$ cat config.mk
export PLATFORM = sky130hd
export DESIGN_NAME = gfx_host_regs
export DESIGN_NICKNAME = d
export VERILOG_FILES = /design/src/rtl/hrif_pkg.sv /design/src/rtl/hrif_param_bank.sv /design/src/rtl/hrif_hit_latch.sv /design/src/rtl/hrif_status.sv /design/src/rtl/gfx_host_regs.sv
export SDC_FILE = /design/constraint.sdc
export NUM_CORES = 1
export LEC_CHECK = 0
export BUFFER_PORTS_ARGS = -buffer_cell sky130_fd_sc_hd__buf_2
export CAP_MARGIN = 5
export CORE_AREA = 2 2 147 106
export DETAILED_ROUTE_END_ITERATION = 8
export DIE_AREA = 0 0 149 108
export PLACE_DENSITY = 0.61
export REMOVE_ABC_BUFFERS = 1
export SETUP_SLACK_MARGIN = 0.3
export SKIP_CTS_REPAIR_TIMING = 1
export SYNTH_ARGS = -nofsm -noshare
export SYNTH_HDL_FRONTEND = slang
export SYNTH_HIERARCHICAL = 1
export SYNTH_SLANG_ARGS = --single-unit
$ cat constraint.sdc
create_clock -name clk -period 3.3 [get_ports clk]
set_input_delay 0.66 -clock clk [delete_from_list [all_inputs] [get_ports clk]]
set_output_delay 0.66 -clock clk [all_outputs]
set_load 0.1 [all_outputs]
$ cat src/rtl/hrif_pkg.sv
package hrif_pkg;
  localparam int unsigned REG_AW = 4;

  typedef enum logic [REG_AW-1:0] {
    WO_IDX_LO = 4'd0,
    WO_IDX_HI = 4'd1,
    WO_CMD    = 4'd2,
    WO_GREEN  = 4'd3,
    WO_XPOS   = 4'd4,
    WO_YPOS   = 4'd5,
    WO_RED    = 4'd6,
    WO_BLUE   = 4'd7,
    WO_SCX    = 4'd8,
    WO_SCY    = 4'd9,
    WO_CTRL   = 4'd10,
    WO_VCLR   = 4'd11
  } wr_ofs_e;

  localparam logic [REG_AW-1:0] RO_FG_X  = 4'd0;
  localparam logic [REG_AW-1:0] RO_FG_Y  = 4'd1;
  localparam logic [REG_AW-1:0] RO_BG_X  = 4'd2;
  localparam logic [REG_AW-1:0] RO_BG_Y  = 4'd3;
  localparam logic [REG_AW-1:0] RO_STAT  = 4'd4;

  typedef enum logic [2:0] {
    OP_IDLE0  = 3'd0,
    OP_IDLE1  = 3'd1,
    OP_FILL   = 3'd2,
    OP_SPRITE = 3'd3,
    OP_RUN    = 3'd4,
    OP_LINE   = 3'd5,
    OP_MOVE   = 3'd6,
    OP_PLOT   = 3'd7
  } op_code_e;

  localparam int unsigned ST_BUSY   = 7;
  localparam int unsigned ST_FG_N   = 6;
  localparam int unsigned ST_VB_N   = 5;
  localparam int unsigned ST_BG_N   = 4;
  localparam int unsigned ST_LINE8  = 3;
  localparam int unsigned CTL_BG_EN = 5;
  localparam int unsigned BGX_DROP  = 2;
endpackage

$ cat src/rtl/hrif_param_bank.sv
module hrif_param_bank
  import hrif_pkg::*;
#(
  parameter int DW = 8,
  parameter int AW = 4,
  parameter int CW = 3,
  localparam int IW = 2 * DW
) (
  input  logic          clk,
  input  logic          rst,
  input  logic          wr_en,
  input  logic [AW-1:0] wr_addr,
  input  logic [DW-1:0] wr_data,
  output logic [IW-1:0] idx_q,
  output logic [DW-1:0] cmd_q,
  output logic [DW-1:0] green_q,
  output logic [DW-1:0] x_q,
  output logic [DW-1:0] y_q,
  output logic [DW-1:0] red_q,
  output logic [DW-1:0] blue_q,
  output logic [DW-1:0] scx_q,
  output logic [DW-1:0] scy_q,
  output logic [DW-1:0] ctrl_q,
  output logic          go_q,
  output logic [CW-1:0] go_code_q,
  output logic          vclr
);
  logic [CW-1:0] code_cur;
  logic [CW-1:0] code_wr;
  logic          fire;

  assign code_cur = cmd_q[CW-1:0];
  assign code_wr  = wr_data[CW-1:0];
  assign vclr     = wr_en && (wr_addr == WO_VCLR);

  // Each code has a single register whose write launches it.
  always_comb begin
    fire = 1'b0;
    if (wr_en) begin
      unique case (wr_addr)
        WO_CMD:    fire = (code_wr  == OP_MOVE);
        WO_XPOS:   fire = (code_cur == OP_SPRITE);
        WO_YPOS:   fire = (code_cur == OP_RUN);
        WO_IDX_HI: fire = (code_cur == OP_LINE);
        WO_BLUE:   fire = (code_cur == OP_FILL) || (code_cur == OP_PLOT);
        default:   fire = 1'b0;
      endcase
    end
  end

  always_ff @(posedge clk) begin
    if (rst) begin
      idx_q     <= '0;
      cmd_q     <= '0;
      green_q   <= '0;
      x_q       <= '0;
      y_q       <= '0;
      red_q     <= '0;
      blue_q    <= '0;
      scx_q     <= '0;
      scy_q     <= '0;
      ctrl_q    <= '0;
      go_q      <= 1'b0;
      go_code_q <= '0;
    end else begin
      go_q <= fire;
      if (fire)
        go_code_q <= (wr_addr == WO_CMD) ? code_wr : code_cur;
      if (wr_en) begin
        case (wr_addr)
          WO_IDX_LO: idx_q[DW-1:0]  <= wr_data;
          WO_IDX_HI: idx_q[IW-1:DW] <= wr_data;
          WO_CMD:    cmd_q          <= wr_data;
          WO_GREEN:  green_q        <= wr_data;
          WO_XPOS:   x_q            <= wr_data;
          WO_YPOS:   y_q            <= wr_data;
          WO_RED:    red_q          <= wr_data;
          WO_BLUE:   blue_q         <= wr_data;
          WO_SCX:    scx_q          <= wr_data;
          WO_SCY:    scy_q          <= wr_data;
          WO_CTRL:   ctrl_q         <= wr_data;
          default:   ;
        endcase
      end
    end
  end
endmodule

$ cat src/rtl/hrif_hit_latch.sv
module hrif_hit_latch #(
  parameter int DW = 8
) (
  input  logic          clk,
  input  logic          rst,
  input  logic          hit,
  input  logic [DW-1:0] hit_x,
  input  logic [DW-1:0] hit_y,
  input  logic          ack,
  output logic          pend,
  output logic [DW-1:0] pos_x,
  output logic [DW-1:0] pos_y
);
  logic take;
  assign take = hit && !pend;

  always_ff @(posedge clk) begin
    if (rst) begin
      pend  <= 1'b0;
      pos_x <= '0;
      pos_y <= '0;
    end else begin
      // A pending report blocks new ones; an acknowledge drops it.
      pend <= pend ? !ack : hit;
      if (take) begin
        pos_x <= hit_x;
        pos_y <= hit_y;
      end
    end
  end
endmodule

$ cat src/rtl/hrif_status.sv
module hrif_status
  import hrif_pkg::*;
#(
  parameter int DW = 8,
  parameter int AW = 4
) (
  input  logic          clk,
  input  logic          rst,
  input  logic          rd_en,
  input  logic [AW-1:0] rd_addr,
  input  logic          vb_set,
  input  logic          vb_clr,
  input  logic          busy,
  input  logic          line8,
  input  logic          bg_irq_en,
  input  logic          fg_pend,
  input  logic [DW-1:0] fg_x,
  input  logic [DW-1:0] fg_y,
  input  logic          bg_pend,
  input  logic [DW-1:0] bg_x,
  input  logic [DW-1:0] bg_y,
  output logic          fg_ack,
  output logic          bg_ack,
  output logic          vb_pend,
  output logic [DW-1:0] rdata_q,
  output logic          irq
);
  localparam logic [DW-1:0] BGX_MASK = ~{{(DW-BGX_DROP){1'b0}}, {BGX_DROP{1'b1}}};

  logic [DW-1:0] stat;
  logic [DW-1:0] rd_mux;

  assign fg_ack = rd_en && (rd_addr == RO_FG_Y);
  assign bg_ack = rd_en && (rd_addr == RO_BG_Y);

  always_comb begin
    stat           = '0;
    stat[ST_BUSY]  = busy;
    stat[ST_FG_N]  = !fg_pend;
    stat[ST_VB_N]  = !vb_pend;
    stat[ST_BG_N]  = !bg_pend;
    stat[ST_LINE8] = line8;
  end

  always_comb begin
    unique case (rd_addr)
      RO_FG_X: rd_mux = fg_x;
      RO_FG_Y: rd_mux = fg_y;
      RO_BG_X: rd_mux = bg_x & BGX_MASK;
      RO_BG_Y: rd_mux = bg_y;
      RO_STAT: rd_mux = stat;
      default: rd_mux = '0;
    endcase
  end

  always_ff @(posedge clk) begin
    if (rst) begin
      vb_pend <= 1'b0;
      rdata_q <= '0;
    end else begin
      vb_pend <= vb_set || (vb_pend && !vb_clr);
      rdata_q <= rd_en ? rd_mux : '0;
    end
  end

  assign irq = vb_pend || fg_pend || (bg_pend && bg_irq_en);
endmodule

$ cat src/rtl/gfx_host_regs.sv
module gfx_host_regs
  import hrif_pkg::*;
#(
  parameter int DW = 8,
  parameter int AW = 4,
  parameter int CW = 3,
  localparam int IW = 2 * DW
) (
  input  logic          clk,
  input  logic          rst,
  input  logic          bus_wr,
  input  logic          bus_rd,
  input  logic [AW-1:0] bus_addr,
  input  logic [DW-1:0] bus_wdata,
  output logic [DW-1:0] bus_rdata,
  input  logic          eng_busy,
  input  logic          scan_line8,
  input  logic          vblank_pulse,
  input  logic          fg_hit,
  input  logic [DW-1:0] fg_hit_x,
  input  logic [DW-1:0] fg_hit_y,
  input  logic          bg_hit,
  input  logic [DW-1:0] bg_hit_x,
  input  logic [DW-1:0] bg_hit_y,
  output logic [IW-1:0] prm_index,
  output logic [DW-1:0] prm_cmd,
  output logic [DW-1:0] prm_green,
  output logic [DW-1:0] prm_x,
  output logic [DW-1:0] prm_y,
  output logic [DW-1:0] prm_red,
  output logic [DW-1:0] prm_blue,
  output logic [DW-1:0] scroll_x,
  output logic [DW-1:0] scroll_y,
  output logic [DW-1:0] ctrl,
  output logic          start,
  output logic [CW-1:0] start_code,
  output logic          irq
);
  logic          vclr;
  logic          fg_ack, bg_ack;
  logic          fg_pend, bg_pend, vb_pend;
  logic [DW-1:0] fg_x, fg_y, bg_x, bg_y;

  hrif_param_bank #(.DW(DW), .AW(AW), .CW(CW)) u_bank (
    .clk(clk), .rst(rst),
    .wr_en(bus_wr), .wr_addr(bus_addr), .wr_data(bus_wdata),
    .idx_q(prm_index), .cmd_q(prm_cmd), .green_q(prm_green),
    .x_q(prm_x), .y_q(prm_y), .red_q(prm_red), .blue_q(prm_blue),
    .scx_q(scroll_x), .scy_q(scroll_y), .ctrl_q(ctrl),
    .go_q(start), .go_code_q(start_code), .vclr(vclr)
  );

  hrif_hit_latch #(.DW(DW)) u_fg (
    .clk(clk), .rst(rst), .hit(fg_hit), .hit_x(fg_hit_x), .hit_y(fg_hit_y),
    .ack(fg_ack), .pend(fg_pend), .pos_x(fg_x), .pos_y(fg_y)
  );

  hrif_hit_latch #(.DW(DW)) u_bg (
    .clk(clk), .rst(rst), .hit(bg_hit), .hit_x(bg_hit_x), .hit_y(bg_hit_y),
    .ack(bg_ack), .pend(bg_pend), .pos_x(bg_x), .pos_y(bg_y)
  );

  hrif_status #(.DW(DW), .AW(AW)) u_stat (
    .clk(clk), .rst(rst), .rd_en(bus_rd), .rd_addr(bus_addr),
    .vb_set(vblank_pulse), .vb_clr(vclr), .busy(eng_busy), .line8(scan_line8),
    .bg_irq_en(ctrl[CTL_BG_EN]),
    .fg_pend(fg_pend), .fg_x(fg_x), .fg_y(fg_y),
    .bg_pend(bg_pend), .bg_x(bg_x), .bg_y(bg_y),
    .fg_ack(fg_ack), .bg_ack(bg_ack), .vb_pend(vb_pend),
    .rdata_q(bus_rdata), .irq(irq)
  );
endmodule

==> flow_summary.yaml <==
place:
  gp_congestion: 0.805
  dp_hpwl_mm: 10.9
  dp_cells: 894
  io_buffers: 151
power_and_ir_drop:
  p_sw_mw: 1.06
  ir_drop_uv: 379
  swShare_pct: 25.7
  seq_power_share_pct: 40.7
  p_comb_share_pct: 9.7
  p_clk_share_pct: 49.6
  internal_power_mw: 3.06
  p_leak_nw: 3.13
  pwr_density_cell_mw_per_mm2: 576
worst_setup_path:
  worstPathRequired_ps: 2640
  start_kind: "register"
  worst_ep_arrival_time_ps: 1740
  critPathKind: "register to output port"
  startpoint: "u_fg/pend"
  crit_path_end_kind: "output port"
  rr_startpoint: "u_bank/cmd_q[0]"
  cp_max_fo: 21
layout:
  syn2layout_area_growth_pct: 25.3
  drive_gt1_share_pct: 31.9
  layout_commonest_cell: "buf_2"
  antenna_cells: 0
  nNetsFinal: 771
  instances_no_fill: 926
  final_cell_mix: "150 x buf_2, 133 x dfxtp_1, 73 x nor2_1"
  finish.utilization_pct: 49.2
sta:
  setup_viol: 0
  hold_violations: 0
  fin_skew_ps: 7.29
  fmax_mhz: 417
  setup_tns_ps: 0
  finalCritPeriodShare_pct: 72.6
  slew_viol_final: 0
  tightest_slew_ps: 839
  slew_headroom_pct: 44.1
  rsz0062_at_grt: "false"
  period_minus_slack_ps: 2400
clock_network:
  numCtsBuffers: 17
  clk_pin_slew_ps: 60
  clock_sinks: 133
  clock-root-buffer: "clkbuf_16"
  cts_buffer_depth: 2
  cts_tree: "built"
  htreeDepth: 4
  clock_latency_ps: 400
floorplan:
  core-area_mm2: 0.0145
  die_y_um: 108
  start_util_pct: 39.3
  die-area_mm2: 0.0161
  rows: 37
  fp.dieW_um: 149
  io_pins: 154
grt:
  grt_pass1_vias: 4670
  antenna_found_initial: 0
  grt_max_degree: 102
  grt_pass1_wl_mm: 25.2
  grt_overflow: 0
  gr-usage-all-layers_pct: 19.9
routing:
  drc: 0
  viasPerCell: 5.08
  vias: 4707
  routed_wl_mm: 16.0
  drtIter0Drc: 361
  route.detailed.wl_per_inst_um: 17.2
  ant_nets: 0
  drtPass1Iterations: 5
hold_path:
  hp-start: "u_bank/idx_q[3]"
  hp-class: "register to register"
job:
  max_cap_violations: 0
yosys:
  avgSynthCellArea_um2: 9.69
  synth_warnings: 6
  syn_area_mm2: 0.00571
  synthCells: 589
run_status:
  status: "finished clean"
sequential cells by signal, indices dropped and copies added, names as in the netlist, 3 cells and up:
name,count
u_bank/blue_q,8
u_bank/cmd_q,8
u_bank/ctrl_q,8
u_bank/go_code_q,3
u_bank/green_q,8
u_bank/idx_q,16
u_bank/red_q,8
u_bank/scx_q,8
u_bank/scy_q,8
u_bank/x_q,8
u_bank/y_q,8
u_bg/pos_x,6
u_bg/pos_y,8
u_fg/pos_x,8
u_fg/pos_y,8
u_stat/rdata_q,8
worst max-delay path, stage by stage (launching register included):
cell and delay, ps:
dfxtp_1 730, a211o_1 190, buf_2 420
worst paths after layout:
kind / cells after the start / slack (ps) / end
max: 2 / 900 / irq
min: 2 / 460 / u_bank/idx_q[3]
max reg2reg: 4 / 1670 / u_bank/go_code_q[1]
min reg2reg: 2 / 460 / u_bank/idx_q[3]
stage by stage:
stage	setup slack [ps]	total power, mW	hold slack [ps]	area [um2]
2_1_floorplan	890	1.94	438	5460
3_3_place_gp	826	2.10	446	6520
3_5_place_dp	724	2.11	446	6520
4_1_cts	892	4.15	454	7150
5_1_grt	804	4.25	468	7150
6_report	904	4.12	456	7150
power by group through the flow:
stage	Clock [mW]	Combinational (mW)	Sequential, mW
finish	2.04	0.401	1.67
global route	2.15	0.428	1.68
CTS	2.07	0.401	1.67
detailed placement	0	0.399	1.71
global placement	0	0.393	1.71
floorplan	0	0.140	1.80
metal layers:
metal | GRT usage, % | up-vias | part of all wire (%)
li1 | - | 2307 | -
met1 | 27.1 | 2260 | 48
met2 | 32.4 | 132 | 46
met3 | 3.88 | 8 | 5.8
met4 | 5.71 | 0 | 0.61
met5 | 0 | - | 0
area by class of cell:
type / instances / area [um2]
sequential: 133 / 2660
inverter: 1 / 3.75
timing repair buffer: 158 / 811
clock inverter: 13 / 194
multi-input combinational: 407 / 2800
clock buffer: 19 / 443
tap: 195 / 244
fill: 1396 / 7380
Note: power is estimated with default switching activity, not from simulation.
